### src/rtl/perf_mon_pkg.sv
package perf_mon_pkg;
   localparam int STAMP_W = 32;
   localparam int PCT_W   = 7;
   typedef logic [STAMP_W-1:0] stamp_t;
   typedef logic [PCT_W-1:0]   pct_t;
endpackage

### src/rtl/perf_stamp_timer.sv
module perf_stamp_timer
   import perf_mon_pkg::*;
#(
   parameter int LAT_W = 16
) (
   input  logic             clk,
   input  logic             rst_n,
   input  stamp_t           now,
   input  logic             vld,
   input  logic             rdy,
   output logic             hs,
   output logic [LAT_W-1:0] lat
);
   localparam logic [LAT_W-1:0] LAT_MAX = '1;

   logic   busy;
   stamp_t start;
   stamp_t diff;

   always_ff @(posedge clk or negedge rst_n) begin
      if (!rst_n) begin
         busy  <= 1'b0;
         start <= '0;
      end else if (vld && rdy) begin
         busy <= 1'b0;
      end else if (vld && !busy) begin
         busy  <= 1'b1;
         start <= now;
      end else if (!vld) begin
         busy <= 1'b0;
      end
   end

   assign hs   = vld && rdy;
   assign diff = busy ? (now - start) : '0;
   assign lat  = (diff > STAMP_W'(LAT_MAX)) ? LAT_MAX : diff[LAT_W-1:0];


   zero_lat_chk: assert property (@(posedge clk) disable iff (!rst_n)
      (vld && rdy && !$past(vld)) |-> (lat == '0));


   lat_grow_chk: assert property (@(posedge clk) disable iff (!rst_n)
      (vld && !rdy) |=> (!vld || lat >= $past(lat)));
endmodule

### src/rtl/perf_window_acc.sv
module perf_window_acc #(
   parameter int WIN_CYCLES = 500,
   parameter int LAT_W      = 16,
   parameter int SUM_W      = 24,
   parameter int ID_W       = 4,
   parameter int BANK_W     = 3,
   parameter bit SUM_SAT    = 1'b1,
   localparam int CNT_W     = $clog2(WIN_CYCLES + 1)
) (
   input  logic              clk,
   input  logic              rst_n,
   input  logic              win_end,
   input  logic              a_hs,
   input  logic [LAT_W-1:0]  a_lat,
   input  logic [ID_W-1:0]   a_id,
   input  logic [BANK_W-1:0] a_bank,
   input  logic              d_hs,
   output logic [CNT_W-1:0]  acc_beats,
   output logic [CNT_W-1:0]  acc_tenures,
   output logic [LAT_W-1:0]  acc_min,
   output logic [LAT_W-1:0]  acc_max,
   output logic [SUM_W-1:0]  acc_sum,
   output logic [ID_W-1:0]   acc_id,
   output logic [BANK_W-1:0] acc_bank
);
   logic [SUM_W:0]   sum_ext;
   logic [SUM_W-1:0] sum_next;

   assign sum_ext = {1'b0, acc_sum} + (SUM_W+1)'(a_lat);

   generate
      if (SUM_SAT) begin : g_sum_sat
         assign sum_next = sum_ext[SUM_W] ? '1 : sum_ext[SUM_W-1:0];
      end else begin : g_sum_wrap
         assign sum_next = sum_ext[SUM_W-1:0];
      end
   endgenerate

   always_ff @(posedge clk or negedge rst_n) begin
      if (!rst_n) begin
         acc_beats   <= '0;
         acc_tenures <= '0;
         acc_min     <= '1;
         acc_max     <= '0;
         acc_sum     <= '0;
         acc_id      <= '0;
         acc_bank    <= '0;
      end else if (win_end) begin
         acc_beats   <= CNT_W'(d_hs);
         acc_tenures <= CNT_W'(a_hs);
         acc_min     <= a_hs ? a_lat : '1;
         acc_max     <= a_hs ? a_lat : '0;
         acc_sum     <= a_hs ? SUM_W'(a_lat) : '0;
         acc_id      <= a_hs ? a_id : '0;
         acc_bank    <= a_hs ? a_bank : '0;
      end else begin
         acc_beats <= acc_beats + CNT_W'(d_hs);
         if (a_hs) begin
            acc_tenures <= acc_tenures + 1'b1;
            if (a_lat < acc_min) acc_min <= a_lat;
            if (a_lat > acc_max) acc_max <= a_lat;
            acc_sum  <= sum_next;
            acc_id   <= a_id;
            acc_bank <= a_bank;
         end
      end
   end


   beats_cap_chk: assert property (@(posedge clk) disable iff (!rst_n)
      acc_beats <= CNT_W'(WIN_CYCLES));


   sum_mono_chk: assert property (@(posedge clk) disable iff (!rst_n)
      (SUM_SAT && !win_end) |=> (acc_sum >= $past(acc_sum)));
endmodule

### src/rtl/perf_rec_out.sv
module perf_rec_out
   import perf_mon_pkg::*;
#(
   parameter int WIN_CYCLES = 500,
   parameter int LAT_W      = 16,
   parameter int SUM_W      = 24,
   parameter int ID_W       = 4,
   parameter int BANK_W     = 3,
   parameter bit PCT_EN     = 1'b1,
   localparam int CNT_W     = $clog2(WIN_CYCLES + 1)
) (
   input  logic              clk,
   input  logic              rst_n,
   input  logic              win_end,
   input  logic [CNT_W-1:0]  acc_beats,
   input  logic [CNT_W-1:0]  acc_tenures,
   input  logic [LAT_W-1:0]  acc_min,
   input  logic [LAT_W-1:0]  acc_max,
   input  logic [SUM_W-1:0]  acc_sum,
   input  logic [ID_W-1:0]   acc_id,
   input  logic [BANK_W-1:0] acc_bank,
   input  logic              rec_ready,
   output logic              rec_valid,
   output logic [ID_W-1:0]   rec_id,
   output logic [BANK_W-1:0] rec_bank,
   output logic [CNT_W-1:0]  rec_beats,
   output pct_t              rec_pct,
   output logic [CNT_W-1:0]  rec_tenures,
   output logic [LAT_W-1:0]  rec_lat_min,
   output logic [LAT_W-1:0]  rec_lat_max,
   output logic [SUM_W-1:0]  rec_lat_sum,
   output logic              ovf_flag
);
   pct_t pct_now;

   generate
      if (PCT_EN) begin : g_pct
         assign pct_now = PCT_W'((32'(acc_beats) * 32'd100) / 32'(WIN_CYCLES));
      end else begin : g_no_pct
         assign pct_now = '0;
      end
   endgenerate

   always_ff @(posedge clk or negedge rst_n) begin
      if (!rst_n) begin
         rec_valid   <= 1'b0;
         ovf_flag    <= 1'b0;
         rec_id      <= '0;
         rec_bank    <= '0;
         rec_beats   <= '0;
         rec_pct     <= '0;
         rec_tenures <= '0;
         rec_lat_min <= '0;
         rec_lat_max <= '0;
         rec_lat_sum <= '0;
      end else if (win_end) begin
         if (rec_valid && !rec_ready) begin
            ovf_flag <= 1'b1;
         end else begin
            rec_valid   <= 1'b1;
            rec_id      <= acc_id;
            rec_bank    <= acc_bank;
            rec_beats   <= acc_beats;
            rec_pct     <= pct_now;
            rec_tenures <= acc_tenures;
            rec_lat_min <= acc_min;
            rec_lat_max <= acc_max;
            rec_lat_sum <= acc_sum;
         end
      end else if (rec_valid && rec_ready) begin
         rec_valid <= 1'b0;
      end
   end


   rec_hold_chk: assert property (@(posedge clk) disable iff (!rst_n)
      (rec_valid && !rec_ready) |=> (rec_valid && $stable(rec_beats) && $stable(rec_lat_sum)
                                     && $stable(rec_tenures) && $stable(rec_id)));


   ovf_set_chk: assert property (@(posedge clk) disable iff (!rst_n)
      (win_end && rec_valid && !rec_ready) |=> ovf_flag);


   ovf_sticky_chk: assert property (@(posedge clk) disable iff (!rst_n)
      ovf_flag |=> ovf_flag);


   min_max_chk: assert property (@(posedge clk) disable iff (!rst_n)
      (rec_valid && rec_tenures != '0) |-> (rec_lat_min <= rec_lat_max));


   empty_sum_chk: assert property (@(posedge clk) disable iff (!rst_n)
      (rec_valid && rec_tenures == '0) |-> (rec_lat_sum == '0 && rec_lat_max == '0));
endmodule

### src/rtl/axi_perf_monitor.sv
module axi_perf_monitor
   import perf_mon_pkg::*;
#(
   parameter int ADDR_W     = 32,
   parameter int ID_W       = 4,
   parameter int BANK_LSB   = 12,
   parameter int BANK_W     = 3,
   parameter int WIN_CYCLES = 500,
   parameter int LAT_W      = 16,
   parameter int SUM_W      = 24,
   parameter bit SUM_SAT    = 1'b1,
   parameter bit PCT_EN     = 1'b1,
   localparam int CNT_W     = $clog2(WIN_CYCLES + 1),
   localparam int WC_W      = $clog2(WIN_CYCLES)
) (
   input  logic              clk,
   input  logic              rst_n,
   input  logic [ID_W-1:0]   mon_aid,
   input  logic [ADDR_W-1:0] mon_aaddr,
   input  logic              mon_avalid,
   input  logic              mon_aready,
   input  logic              mon_rvalid,
   input  logic              mon_rready,
   input  logic              mon_wvalid,
   input  logic              mon_wready,
   output logic              rec_valid,
   input  logic              rec_ready,
   output logic [ID_W-1:0]   rec_id,
   output logic [BANK_W-1:0] rec_bank,
   output logic [CNT_W-1:0]  rec_beats,
   output logic [6:0]        rec_pct,
   output logic [CNT_W-1:0]  rec_tenures,
   output logic [LAT_W-1:0]  rec_lat_min,
   output logic [LAT_W-1:0]  rec_lat_max,
   output logic [SUM_W-1:0]  rec_lat_sum,
   output logic              ovf_flag
);
   generate
      if (WIN_CYCLES < 2) begin : g_bad_win
         $error("WIN_CYCLES must be at least 2");
      end
      if (SUM_W < LAT_W) begin : g_bad_sum
         $error("SUM_W must not be narrower than LAT_W");
      end
      if (LAT_W > 31 || LAT_W < 1) begin : g_bad_lat
         $error("LAT_W must lie in 1..31");
      end
      if (BANK_LSB + BANK_W > ADDR_W) begin : g_bad_bank
         $error("bank field exceeds address width");
      end
   endgenerate

   stamp_t            now;
   logic [WC_W-1:0]   wcnt;
   logic              win_end;
   logic              a_hs;
   logic              d_hs;
   logic [LAT_W-1:0]  a_lat;
   logic [BANK_W-1:0] a_bank;

   logic [CNT_W-1:0]  acc_beats, acc_tenures;
   logic [LAT_W-1:0]  acc_min, acc_max;
   logic [SUM_W-1:0]  acc_sum;
   logic [ID_W-1:0]   acc_id;
   logic [BANK_W-1:0] acc_bank;

   always_ff @(posedge clk or negedge rst_n) begin
      if (!rst_n) begin
         now     <= '0;
         wcnt    <= '0;
         win_end <= 1'b0;
      end else begin
         now     <= now + 1'b1;
         win_end <= (wcnt == WC_W'(WIN_CYCLES - 1));
         wcnt    <= (wcnt == WC_W'(WIN_CYCLES - 1)) ? '0 : wcnt + 1'b1;
      end
   end

   assign d_hs   = (mon_rvalid && mon_rready) || (mon_wvalid && mon_wready);
   assign a_bank = BANK_W'(mon_aaddr >> BANK_LSB);

   perf_stamp_timer #(.LAT_W(LAT_W)) addr_timer_i (
      .clk (clk),
      .rst_n (rst_n),
      .now (now),
      .vld (mon_avalid),
      .rdy (mon_aready),
      .hs  (a_hs),
      .lat (a_lat)
   );

   perf_window_acc #(
      .WIN_CYCLES(WIN_CYCLES), .LAT_W(LAT_W), .SUM_W(SUM_W),
      .ID_W(ID_W), .BANK_W(BANK_W), .SUM_SAT(SUM_SAT)
   ) acc_i (
      .clk (clk),
      .rst_n (rst_n),
      .win_end (win_end),
      .a_hs (a_hs),
      .a_lat (a_lat),
      .a_id (mon_aid),
      .a_bank (a_bank),
      .d_hs (d_hs),
      .acc_beats (acc_beats),
      .acc_tenures (acc_tenures),
      .acc_min (acc_min),
      .acc_max (acc_max),
      .acc_sum (acc_sum),
      .acc_id (acc_id),
      .acc_bank (acc_bank)
   );

   perf_rec_out #(
      .WIN_CYCLES(WIN_CYCLES), .LAT_W(LAT_W), .SUM_W(SUM_W),
      .ID_W(ID_W), .BANK_W(BANK_W), .PCT_EN(PCT_EN)
   ) out_i (
      .clk (clk),
      .rst_n (rst_n),
      .win_end (win_end),
      .acc_beats (acc_beats),
      .acc_tenures (acc_tenures),
      .acc_min (acc_min),
      .acc_max (acc_max),
      .acc_sum (acc_sum),
      .acc_id (acc_id),
      .acc_bank (acc_bank),
      .rec_ready (rec_ready),
      .rec_valid (rec_valid),
      .rec_id (rec_id),
      .rec_bank (rec_bank),
      .rec_beats (rec_beats),
      .rec_pct (rec_pct),
      .rec_tenures (rec_tenures),
      .rec_lat_min (rec_lat_min),
      .rec_lat_max (rec_lat_max),
      .rec_lat_sum (rec_lat_sum),
      .ovf_flag (ovf_flag)
   );


   win_gap_chk: assert property (@(posedge clk) disable iff (!rst_n)
      win_end |=> !win_end);
endmodule

### config.mk
export PLATFORM = sky130hd
export DESIGN_NAME = axi_perf_monitor
export DESIGN_NICKNAME = d
export VERILOG_FILES = /design/src/rtl/perf_mon_pkg.sv /design/src/rtl/perf_stamp_timer.sv /design/src/rtl/perf_window_acc.sv /design/src/rtl/perf_rec_out.sv /design/src/rtl/axi_perf_monitor.sv
export SDC_FILE = /design/constraint.sdc
export NUM_CORES = 1
export LEC_CHECK = 0
export ABC_CLOCK_PERIOD_IN_PS = 11900
export BUFFER_PORTS_ARGS = -buffer_cell sky130_fd_sc_hd__clkbuf_2
export CAP_MARGIN = 10
export CORE_ASPECT_RATIO = 1.4
export CORE_MARGIN = 4
export CORE_UTILIZATION = 50
export CTS_CLUSTER_DIAMETER = 40
export DETAILED_ROUTE_END_ITERATION = 10
export GPL_TIMING_DRIVEN = 1
export HOLD_SLACK_MARGIN = 0.15
export PLACE_DENSITY = 0.66
export SLEW_MARGIN = 25
export SYNTH_ARGS = -nofsm -noshare
export SYNTH_HDL_FRONTEND = slang
export SYNTH_SLANG_ARGS = --single-unit
### constraint.sdc
create_clock -name clk -period 11.9 [get_ports clk]
set_clock_uncertainty 0.1 [all_clocks]
set_input_delay 1.19 -clock clk [delete_from_list [all_inputs] [get_ports clk]]
set_output_delay 1.19 -clock clk [all_outputs]
set_load 0.02 [all_outputs]
---- Word level (Yosys, flattened, before mapping) ----
Cells that the tools add are included.
storage, ports and cells
  register bits ........................... 246
  output and inout port bits .............. 90
operators by class
  bitwise operators ....................... 2
  divide/modulo/power cells ............... 1
  muxes and demuxes ....................... 30
  equal/unequal tests ..................... 3
  reductions and logical operators ........ 19
  multiply operators ...................... 1
  order comparisons ....................... 3
  $add $sub $neg .......................... 6
operators by type and width
  operator               number
  $mux 16                10
  $mux 24                3
  $mux 9                 4
  $add 32x1->32 const B  1
  $div 16x9->32 const B  1
  $gt 32x16->1 const B   1
  $mux 32                1
  $sub 32x32->32         1
  $add 24x16->25         1
  $add 9x1->9 const B    2
  $gt 16x16->1           1
  $lt 16x16->1           1
  $mul 9x5->14 const B   1
  $mux 4                 3
  $reduce_and 2->1       6
  $add 9x1->9            1
  $eq 9x9->1 const B     1
  $mux 3                 3
  $reduce_bool 2->1      4
  $logic_and 1x1->1      6
  $mux 1                 6
  $ne 3x1->1 const B     1
  $logic_not 1->1        2
  $ne 2x2->1 const B     1
  2 further kinds        3

---- Depth between registers and ports, before layout ----
  depth in word-level cells ............... 8
  mapped depth ............................ 53
  gate-level depth less buffers ........... 52

---- Cells and area by module ----
A second synthesis with hierarchy kept.
second synthesis, totals
  cell total of the unflattened synthesis .. 2,053
  area total of the unflattened synthesis .. 18,589.1 um^2
modules (own cells, without submodules)
  module            area each (um^2)  instances  cells each
  perf_rec_out      8,017.7           1          912
  perf_window_acc   5,117.4           1          524
  perf_stamp_timer  3,593.4           1          462
  axi_perf_monitor  1,860.5           1          155

---- Worst setup path after synthesis ----
Ideal clock, no wire load.
  path type ............................... reg2reg
  start point ............................. reg acc_i.acc_beats[2]
  end point ............................... reg out_i.rec_pct[0]
  path buffers ............................ 1
  data arrival time ....................... 9.129 ns
  required time ........................... 11.680 ns
  cell stages (with the launch flop) ...... 33
  library setup time ...................... 0.120 ns
  setup slack ............................. 2.550 ns
  cells stage by stage .................... dfrtp_1 -> buf_1 -> inv_1 -> ha_1 -> ha_1 -> ha_1 -> fa_1 -> a211oi_2 -> nor4b_1 -> or3_1 -> o211a_2 -> nand2_1 -> a21oi_1 -> ha_1 -> o41ai_2 -> a221oi_1 -> a311oi_2 -> o21ai_1 -> or4_1 -> a31oi_1 -> nor2_1 -> nor3_2 -> mux2_2 -> a21oi_1 -> mux2_2 -> a211o_2 -> a2111oi_2 -> xnor2_1 -> nor3b_2 -> a21bo_2 -> o21ai_0 -> a31oi_1 -> a41o_1
on the way
  longest elaborated chain between the ends .. 2
ends and longest elaborated chain
  element                 RTL line               source
  start, declared         perf_window_acc.sv:18  output logic [CNT_W-1:0] acc_beats,
  start signal, assigned  perf_window_acc.sv:49  acc_beats <= CNT_W'(d_hs);
  start signal, assigned  perf_window_acc.sv:57  acc_beats <= acc_beats + CNT_W'(d_hs);
  $mul 9x5->14            perf_rec_out.sv:38     assign pct_now = PCT_W'((32'(acc_beats) * 32'd100) / 32'(WIN_CYCLES));
  $div 16x9->32           perf_rec_out.sv:38
  end signal, assigned    perf_rec_out.sv:64     rec_pct <= pct_now;
  end, declared           perf_rec_out.sv:27     output pct_t rec_pct,
Every way passes these cells.
A chain may end at the register's enable or synchronous reset.

---- Final worst setup path ----
Same ends and word-level chain as after synthesis.

==> flow_summary.yaml <==
sta:
  rsz0062_at_grt: "false"
  fin_ws_ns: 0.879
  min_period_over_period: 0.926
  finalSetupViolations: 0
  hold_viol_final: 0
  max_slew_margin: 0.344
  whs_ns: 0.377
  slew_viol_final: 0
  fin_tns_setup_ns: 0
  worstMarginPinSlew_ns: 0.982
  fin_crit_ns: 11.02
  fmax_mhz: 90.7
cts:
  clock_path_buffers: 3
  root_buffer: "clkbuf_16"
  cts.sinks: 246
  clk_pin_slew_ns: 0.06
  h-tree-depth: 2
  cts_setup_buffers: 0
  numCtsBuffers: 34
  clock_latency_ns: 0.52
  cts_tree: "built"
  cts_resized: 0
  ctsHoldBuffers: 0
drt:
  via_count: 14700
  drt_first_pass_iters: 7
  drc: 0
  ant_nets: 0
  viasPerCell: 5.82
  drtIter0Drc: 1075
  routedWlPerCell_microns: 17.7
  wl_microns: 44700
synthesis:
  synthFlopType: "dfrtp_1"
  synth_fp_nets: 2117
  ys_ff_latch: 246
  synthDistinctLibCells: 118
  syn_avg_cell_area_sq_um: 8.90
  synth_top_area_frac: 0.332
  synth_edf_count: 0
  ys_top_cells_by_area: "dfrtp_1, ha_1, o21ai_0, nand2_1, mux2_2"
  async_flop_share: 1.00
  synth.largest_area_cell: "dfrtp_1"
  yosysSeqAreaShare: 0.357
  synthCells: 1946
  ys_warn_count: 0
  netlist_area_sq_um: 17300
finish:
  layout_common_cells: "dfrtp_1, nand2_1, o21ai_0, inv_1, nor2_1"
  final_common_cell: "dfrtp_1"
  n_antenna_cell: 0
  fin_area_sq_um: 19500
  syn2layout_area_growth_pct: 12.4
  drive_above_1_share: 0.167
  fin_nets: 2213
floorplan:
  start_util: 0.507
  dieArea_sq_um: 37700
  core_sq_um: 34100
  die_h_microns: 228
  ioPinCount: 135
  die_w_microns: 165
  rows: 80
worst_setup_path:
  critPathCaptureType: "flip-flop"
  worstSetupStartpointType: "flip-flop"
  cp_common_cell: "ha_1"
  path_max_fanout: 18
  cp_slowest_stage_delay_ns: 0.69
  critical_path_arrival_ns: 11.33
  cp_num_buf_inv: 2
  critPathTopFamily: "compound AO/OA/AOI/OAI gates"
  path_class: "reg -> reg"
  cp.required_ns: 12.21
  cp_slowest_cell: "o41ai_2"
grt:
  met3_usage: 0.0278
  grt_overflow: 0
  first_global_vias: 14500
  grt.busiest_layer: "met2"
  track_usage: 0.238
  grt_pass1_wl_microns: 74000
  antenna_found_initial: 0
  grt_max_degree: 112
  use_met1: 0.283
  met2_usage: 0.424
place:
  port_buffers: 105
  hpwlAfterDp_microns: 33200
  dpl-instance-area_sq_um: 18300
  gp_congestion: 0.959
  preCtsSetupSlack_ns: 1.04
flow_run:
  cap_violations: 0
outcome:
  status: "finished clean"
worst_hold_path:
  hold_path_class: "reg -> reg"
[stage by stage]
step / utilization / cells
3_5_place_dp: 0.536 / 2457
2_1_floorplan: - / 1946
4_1_cts: 0.570 / 2519
5_1_grt: 0.570 / 2519
6_report: 0.570 / 2519
3_3_place_gp: 0.536 / 2457
[kinds of logic after synthesis]
group,count (synthesis),synth area share
fa+ha+maj,127,0.0942
mux,86,0.0550
flops,246,0.357
simple gates,641,0.187
xor+xnor,114,0.0594
buf+inv,220,0.0530
compound gates,512,0.195
[final cells by class]
class	count	area (sq um)
Sequential cell	246	6180
Fill cell	3079	14700
Clock inverter	18	215
Multi-Input combinational cell	1480	10200
Clock buffer	44	950
Timing Repair Buffer	134	753
Tap cell	451	564
Inverter	146	548
[worst min-delay path: cells and delay by family (launching register included)]
kind | cells | cell delay (ns)
compound gates | 1 | 0.06
flops | 1 | 0.33
simple gates | 1 | 0.05
[per-layer routing]
metal / share of wire / vias to the layer above / wire, microns
li1: - / 7166 / -
met1: 0.40 / 7046 / 17800
met2: 0.52 / 352 / 23000
met3: 0.041 / 105 / 1820
met4: 0.044 / 0 / 1990
met5: 0 / - / 0
[sequential cells by signal, summed over array words and instances (netlist names), 3 cells and up]
signal,cells
out_i.rec_pct,7
out_i.rec_id,4
out_i.rec_beats,9
out_i.rec_tenures,9
acc_i.acc_min,16
out_i.rec_lat_min,16
acc_i.acc_tenures,9
out_i.rec_lat_max,16
out_i.rec_bank,3
acc_i.acc_max,16
now,32
acc_i.acc_id,4
wcnt,9
addr_timer_i.start,32
acc_i.acc_beats,9
out_i.rec_lat_sum,24
acc_i.acc_sum,24
acc_i.acc_bank,3
[synth_stat cells (20+ instances only)]
cell type / n
clkbuf_1: 51
ha_1: 120
dfrtp_1: 230
o21ai_0: 180
nor2_1: 123
nand2_1: 217
nor3_1: 33
xor2_1: 35
mux2_2: 69
nand4_1: 21
nor2b_1: 26
o22ai_1: 35
and3_1: 32
a21oi_1: 101
inv_1: 145
or3_1: 20
nand3_1: 52
xnor2_1: 75
[worst paths after layout]
check | from | to | slack, ns | depth (start not counted)
worst max-delay path | acc_i.acc_beats[2] | out_i.rec_pct[0] | 0.88 | 32
worst min-delay path | out_i.rec_lat_min[10] | out_i.rec_lat_min[10] | 0.38 | 2
worst max register to register | acc_i.acc_beats[2] | out_i.rec_pct[0] | 0.88 | 32
worst min register to register | out_i.rec_lat_min[10] | out_i.rec_lat_min[10] | 0.38 | 2
max in group asynchronous | rst_n | win_end | 8.73 | 3
min in group asynchronous | rst_n | out_i.rec_lat_sum[14] | 0.61 | 1
Power is left out: the tool's default activity adds up to more than one toggle a clock period on the data nets, which glitch-free logic cannot reach.
